**src/rtl/blk_loader_pkg.sv**
```systemverilog
package blk_loader_pkg;

  typedef enum logic [1:0] {
    ST_LEN  = 2'd0,
    ST_ADDR = 2'd1,
    ST_DATA = 2'd2,
    ST_DONE = 2'd3
  } ld_state_t;

endpackage

```
**src/rtl/blk_loader_ctrl.sv**
```systemverilog
module blk_loader_ctrl
  import blk_loader_pkg::*;
#(
  parameter int WORD_W = 32,
  parameter int LEN_W  = 32
) (
  input  logic              clk,
  input  logic              rst,
  input  logic              in_valid,
  input  logic [WORD_W-1:0] in_word,
  output logic              take_addr,
  output logic              take_data,
  output logic              finish,
  output logic              done
);

  ld_state_t        state_q;
  logic [LEN_W-1:0] remain_q;
  logic             done_q;
  logic [LEN_W-1:0] len_field;

  assign len_field = in_word[LEN_W-1:0];

  assign take_addr = in_valid && (state_q == ST_ADDR);
  assign take_data = in_valid && (state_q == ST_DATA);
  assign finish    = in_valid && (state_q == ST_LEN) && (len_field == '0);
  assign done      = done_q;

  always_ff @(posedge clk) begin
    if (rst) begin
      state_q  <= ST_LEN;
      remain_q <= '0;
      done_q   <= 1'b0;
    end else if (in_valid) begin
      unique case (state_q)
        ST_LEN: begin
          if (len_field == '0) begin
            state_q <= ST_DONE;
            done_q  <= 1'b1;
          end else begin
            remain_q <= len_field;
            state_q  <= ST_ADDR;
          end
        end
        ST_ADDR: state_q <= ST_DATA;
        ST_DATA: begin
          remain_q <= remain_q - 1'b1;
          if (remain_q == LEN_W'(1)) state_q <= ST_LEN;
        end
        default: state_q <= ST_DONE;
      endcase
    end
  end

endmodule

```
**src/rtl/blk_loader_wport.sv**
```systemverilog
module blk_loader_wport #(
  parameter int WORD_W = 32,
  parameter int ADDR_W = 24
) (
  input  logic              clk,
  input  logic              rst,
  input  logic              take_addr,
  input  logic              take_data,
  input  logic              finish,
  input  logic [WORD_W-1:0] in_word,
  output logic              mem_we,
  output logic [ADDR_W-1:0] mem_addr,
  output logic [WORD_W-1:0] mem_wdata,
  output logic [ADDR_W-1:0] entry_addr
);

  logic [ADDR_W-1:0] ptr_q;
  logic [ADDR_W-1:0] entry_q;
  logic              entry_set_q;
  logic [ADDR_W-1:0] entry_out_q;
  logic              we_q;
  logic [ADDR_W-1:0] addr_q;
  logic [WORD_W-1:0] wdata_q;

  always_ff @(posedge clk) begin
    if (rst) begin
      ptr_q       <= '0;
      entry_q     <= '0;
      entry_set_q <= 1'b0;
      entry_out_q <= '0;
      we_q        <= 1'b0;
      addr_q      <= '0;
      wdata_q     <= '0;
    end else begin
      we_q <= take_data;
      if (take_addr) begin
        ptr_q <= in_word[ADDR_W-1:0];
        if (!entry_set_q) begin
          entry_q     <= in_word[ADDR_W-1:0];
          entry_set_q <= 1'b1;
        end
      end
      if (take_data) begin
        addr_q  <= ptr_q;
        wdata_q <= in_word;
        ptr_q   <= ptr_q + 1'b1;
      end
      if (finish) entry_out_q <= entry_q;
    end
  end

  assign mem_we     = we_q;
  assign mem_addr   = addr_q;
  assign mem_wdata  = wdata_q;
  assign entry_addr = entry_out_q;

endmodule

```
**src/rtl/blk_loader.sv**
```systemverilog
module blk_loader #(
  parameter int WORD_W = 32,
  parameter int ADDR_W = 24,
  parameter int LEN_W  = 32
) (
  input  logic              clk,
  input  logic              rst,
  input  logic              in_valid,
  input  logic [WORD_W-1:0] in_word,
  output logic              mem_we,
  output logic [ADDR_W-1:0] mem_addr,
  output logic [WORD_W-1:0] mem_wdata,
  output logic              done,
  output logic [ADDR_W-1:0] entry_addr
);

  logic take_addr;
  logic take_data;
  logic finish;

  blk_loader_ctrl #(
    .WORD_W(WORD_W),
    .LEN_W (LEN_W)
  ) u_ctrl (
    .clk      (clk),
    .rst      (rst),
    .in_valid (in_valid),
    .in_word  (in_word),
    .take_addr(take_addr),
    .take_data(take_data),
    .finish   (finish),
    .done     (done)
  );

  blk_loader_wport #(
    .WORD_W(WORD_W),
    .ADDR_W(ADDR_W)
  ) u_wport (
    .clk       (clk),
    .rst       (rst),
    .take_addr (take_addr),
    .take_data (take_data),
    .finish    (finish),
    .in_word   (in_word),
    .mem_we    (mem_we),
    .mem_addr  (mem_addr),
    .mem_wdata (mem_wdata),
    .entry_addr(entry_addr)
  );

endmodule

```
**config.mk**
```make
export PLATFORM = sky130hd
export DESIGN_NAME = blk_loader
export DESIGN_NICKNAME = d
export VERILOG_FILES = /design/src/rtl/blk_loader_pkg.sv /design/src/rtl/blk_loader_ctrl.sv /design/src/rtl/blk_loader_wport.sv /design/src/rtl/blk_loader.sv
export SDC_FILE = /design/constraint.sdc
export NUM_CORES = 1
export LEC_CHECK = 0
export ABC_AREA = 1
export BUFFER_PORTS_ARGS = -buffer_cell sky130_fd_sc_hd__buf_2
export CAP_MARGIN = 20
export CORE_MARGIN = 1.5
export CORE_UTILIZATION = 60
export DETAILED_ROUTE_END_ITERATION = 6
export PLACE_DENSITY = 0.84
export SKIP_CTS_REPAIR_TIMING = 1
export SLEW_MARGIN = 20
export SYNTH_ARGS = -nofsm -noshare
export SYNTH_HDL_FRONTEND = slang
export SYNTH_SLANG_ARGS = --single-unit
```
**constraint.sdc**
```tcl
create_clock -name clk -period 4.7 [get_ports clk]
set_input_delay 1.175 -clock clk [delete_from_list [all_inputs] [get_ports clk]]
set_output_delay 1.175 -clock clk [all_outputs]
set_load 0.02 [all_outputs]
```
After elaboration in Yosys (flattened, before gate mapping)
Cells that the tools add are included.

cells by class
  bitwise logic cells = 1
  add/subtract/negate cells = 2
  eq/ne operators = 5
  reductions and logical operators = 12
  multiplexer cells = 7

operators with widths
  kind                   count
  $pmux 32 s2            1
  $mux 24                2
  $eq 32x1->1 const B    1
  $logic_not 32->1       1
  $mux 32                1
  $sub 32x1->32 const B  1
  $add 24x1->24 const B  1
  $pmux 2 s3             1
  $reduce_and 3->1       2
  $logic_and 1x1->1      4
  $mux 2                 2
  $ne 2x2->1 const B     2
  $reduce_and 2->1       2
  $reduce_bool 2->1      2
  $eq 2x1->1 const B     1
  $eq 2x2->1 const B     1
  $logic_not 2->1        1
  $not 1->1              1

storage, ports and cells
  output and inout bits = 82
  register bits = 165
  logic and storage cells = 37

Logic depth before layout (Yosys ltp)
  depth after elaboration = 4
  depth in mapped cells = 12
  depth with buffers taken out = 12

Modules after synthesis
Synthesis repeated with hierarchy kept, for this count alone.

unflattened totals
  cells, all modules = 1224
  area total of the unflattened synthesis = 7968.9 µm²

modules (own cells, without submodules)
  module            cells each  area each (µm²)  sequential area each (µm²)  times used
  blk_loader_wport  705         5128.7           2602.5                      1
  blk_loader_ctrl   519         2840.2           700.7                       1

Least setup slack after synthesis
No wires, ideal clock.

  kind = input to register
  start = input in_word[6]
  end = register u_wport.entry_out_q[2], in the netlist u_wport.entry_addr[2]
  path slack = 2.451 ns
  data required time = 4.587 ns
  stages on the path = 9
  path buffers = 1
  arrival time = 2.136 ns
  path through = inv_1 -> nand3_1 -> nor2_1 -> nand3_2 -> nor2_4 -> inv_2 -> buf_6 -> o21ai_1 -> nor2_1

on the way
  word-level cells in the longest chain between the ends = 2

RTL lines
  item                  RTL line                source
  from (decl)           blk_loader.sv:9         input logic [WORD_W-1:0] in_word,
  $logic_not 32->1      blk_loader_ctrl.sv:26   assign finish = in_valid && (state_q == ST_LEN) && (len_field == '0);
  $logic_and 1x1->1     blk_loader_ctrl.sv:26
  to (signal assigned)  blk_loader_wport.sv:48  if (finish) entry_out_q <= entry_q;
  to (decl)             blk_loader_wport.sv:20  logic [ADDR_W-1:0] entry_out_q;

No other way between the ends.
A chain may end at the register's enable or synchronous reset.

Worst setup path in the final report
  start = input in_word[6]
  end = register u_ctrl.remain_q[7]

on the way
  word-level cells in the longest chain between the ends = 3

RTL lines
  item                        RTL line               source
  $logic_not 32->1            blk_loader_ctrl.sv:37  if (len_field == '0) begin
  $ne 2x2->1 (no line)        n/a
  $reduce_and 3->1 (no line)  n/a
  to (signal assigned)        blk_loader_ctrl.sv:41  remain_q <= len_field;
  to (signal assigned)        blk_loader_ctrl.sv:47  remain_q <= remain_q - 1'b1;
  to (decl)                   blk_loader_ctrl.sv:18  logic [LEN_W-1:0] remain_q;

No other way between the ends.

==> flow_metrics.tcl <==
set metrics [dict create \
    maxCapViolations 0 \
    min_path_type "reg2reg" \
    syn_avg_cell_area_sq_um 6.633 \
    pre_cts_ws_ns 1.443 \
    clock_sinks 165 \
    area_delta_synth_final_pct 14.86 \
    synth_seq_cells 165 \
    worst_slew_pin_slew_ns 0.7023 \
    maxClockFrequency_mhz 342.5 \
    cp_data_required_time_ns 4.99 \
    finalClockSkew_ns 0.008722 \
    dp_hpwl_microns 15520 \
    antenna_found_initial 1 \
    peakVddDrop_mv 0.4321 \
    die_w_microns 117.5 \
    grt_overflow 0 \
    wire_per_inst_microns 15.64 \
    worstPathArrival_ns 3.21 \
    grt_pass1_vias 7565 \
    fin_ws_ns 1.780 \
    vias 8281 \
    grt_first_pass_wirelength_microns 36200 \
    rsz0062_at_grt "false" \
    diodes 0 \
    final_util_pct 71.02 \
    post-route-min-period_ns 2.920 \
    dr.pass1.iters 6 \
    yosys.area.top_type "dfxtp_1" \
    critPathKind "in2reg" \
    clockBufferDepth 2 \
    dieArea_sq_um 13810 \
    p_per_area_nw_per_um2 405.1 \
    grt_max_degree 110 \
    fill_cells 1118 \
    ant_nets 0 \
    finalSetupViolations 0 \
    crit_buf_inv 3 \
    seq_area_frac_synth_pct 41.99 \
    outcome "finished, final reports clean" \
    port_buffers 116 \
    yosys.area.top_type_share_pct 41.99 \
    std_cell_rows 41 \
    slew_viol_final 0 \
    numCtsBuffers 17 \
    path_cells "buf_2 > inv_1 > nand3_1 > nor2_1 > nand3_2 > nand2_2 > inv_2 > o21ai_0 > a21oi_1" \
    end_kind "flop" \
    place.gp.congestion 0.9443 \
    fin_setup_tns_ns 0 \
    yosysUniqueCellTypes 35 \
    clock_latency_ns 0.43 \
    slew-limit-headroom_pct 53.18 \
    rrSetupSlack_ns 2.09 \
    core_sq_um 12720 \
    cp-start-kind "input pin" \
    drive_gt1_share_pct 13.57 \
    drc 0 \
    critPathMaxFanout 34 \
    yosysWarnings 0 \
    cpLargestDelayFamily "simple AND/OR/NAND/NOR gates" \
    p_leak_nw 4.179 \
    crit_slowest_cell "nand2_2" \
    nets 1311 \
    track_usage_pct 32.45 \
    io_pins 117 \
    cts.htree.levels 4 \
    synthesis.area_sq_um 7866 \
    timing.final.crit_share_pct 62.12 \
    drt_iter0_drc 838 \
    slowest_delay_ns 0.47 \
    clk_pin_slew_worst_paths_ns 0.07 \
    cts_tree "done" \
    synth_nets 1228 \
    synthTopCellsByArea "dfxtp_1 42%, nor2_1 14%, nand2_1 10%" \
    syn_inst 1186 \
    hold_viol 0 \
    die_h_microns 117.5 \
    cts_root_buf "clkbuf_16" \
    viasPerCell 5.695 \
    start_util_pct 61.83 \
    wl_microns 22740 \
]
==> worst reg2reg max path, stage by stage, from the launching register on <==
cell	delay (ns)
dfxtp_1	0.39
inv_1	0.09
ha_2	0.36
nand2_2	0.16
buf_4	0.53
nand2_1	0.35
buf_4	0.31
o21ai_0	0.18
inv_1	0.06
nand2_1	0.06
inv_1	0.03
==> per-stage QoR <==
stage	cells	area, sq um	power [mW]	hold WS, ns
finish	1454	9035	3.660	0.4645
global route	1454	9035	3.821	0.4877
CTS	1454	9035	3.650	0.4653
detailed placement	1422	8433	2.271	0.4543
global placement	1422	8433	2.255	0.4494
floorplan	1186	7866	2.086	0.4410
==> sequential cells by signal, summed over array words and instances (netlist names) <==
register	count
u_wport.entry_q	24
u_wport.entry_set_q	1
u_ctrl.done	1
u_wport.mem_wdata	32
u_ctrl.remain_q	32
u_ctrl.state_q	2
u_wport.entry_addr	24
u_wport.mem_we	1
u_wport.ptr_q	24
u_wport.mem_addr	24
==> final timing paths <==
check	start	to	depth (start not counted)
worst max-delay path	in_word[6]	u_ctrl.remain_q[7]	9
worst min-delay path	u_wport.mem_addr[17]	u_wport.mem_addr[17]	2
worst max register to register	u_ctrl.state_q[0]	u_wport.ptr_q[20]	10
worst min register to register	u_wport.mem_addr[17]	u_wport.mem_addr[17]	2
==> where the power goes <==
group	leakage [nW]	switching (mW)	internal, mW
sequential	1.34	0.0911	1.50
combinational	2.54	0.470	0.209
clock	0.291	0.672	0.720
total	4.18	1.23	2.43
==> cells by family (layout without fill, tap and decap cells) <==
kind of cell | after synthesis | count (layout) | synth area share [%]
AO/OA/AOI/OAI | 261 | 261 | 17.45
XOR/XNOR | 5 | 5 | 0.5567
adder cells (fa/ha/maj) | 7 | 7 | 1.113
buffers and inverters | 156 | 252 | 8.510
flip-flops | 165 | 165 | 41.99
AND/OR/NAND/NOR | 592 | 592 | 30.38
==> synthesized netlist by cell type <==
library cell and number:
nand2_2 1, o21a_1 2, nor3_1 6, nand3_2 1, a21oi_1 80, nand3b_1 6
o21ai_0 134, xnor2_1 1, nand4_1 12, nor2_1 292, inv_2 5, a211oi_1 2
buf_2 25, o21ai_1 22, buf_4 4, nand3_1 55, o2111ai_1 1, o21bai_1 1
xor2_1 4, o221ai_1 2, buf_1 1, nor2_2 5, nand2_1 211, a31oi_1 7
ha_1 7, o211a_1 2, o22ai_1 1, a41oi_1 4, nor2_4 2, inv_1 91
o211ai_1 3, dfxtp_1 165, and2_0 1, buf_6 5, clkbuf_1 25
==> per-layer routing <==
| layer | part of all wire, % | wire length (microns) | global-route usage (%) | vias to the layer above |
|---|---|---|---|---|
| li1 | - | - | - | 3999 |
| met1 | 40 | 8985 | 39.38 | 3748 |
| met2 | 46 | 10440 | 53.24 | 430 |
| met3 | 8.9 | 2022 | 7.267 | 102 |
| met4 | 5.6 | 1276 | 18.52 | 2 |
| met5 | 0.048 | 11 | 0 | - |
==> placed cells by master, fill, tap and decap left out, types with 7 or more instances in the layout <==
| cell | instances |
|---|---|
| dfxtp_1 | 165 |
| a31oi_1 | 7 |
| nand3_1 | 55 |
| a21oi_1 | 80 |
| buf_4 | 7 |
| clkbuf_16 | 17 |
| nand2_1 | 210 |
| inv_1 | 90 |
| nor2_1 | 291 |
| nand4_1 | 12 |
| buf_2 | 116 |
| o21ai_0 | 134 |
| o21ai_1 | 22 |
==> final cells by class <==
| cell class | instances | area (sq um) | area share (%) |
|---|---|---|---|
| clock buffer | 17 | 425.4 | 4.708 |
| clock inverter | 15 | 176.4 | 1.953 |
| inverter | 96 | 360.3 | 3.988 |
| multi-input combinational | 865 | 3901 | 43.18 |
| sequential | 165 | 3303 | 36.56 |
| tap | 172 | 215.2 | 2.382 |
| timing repair buffer | 124 | 653.1 | 7.229 |
No activity file was read; power rests on OpenSTA's default activity.
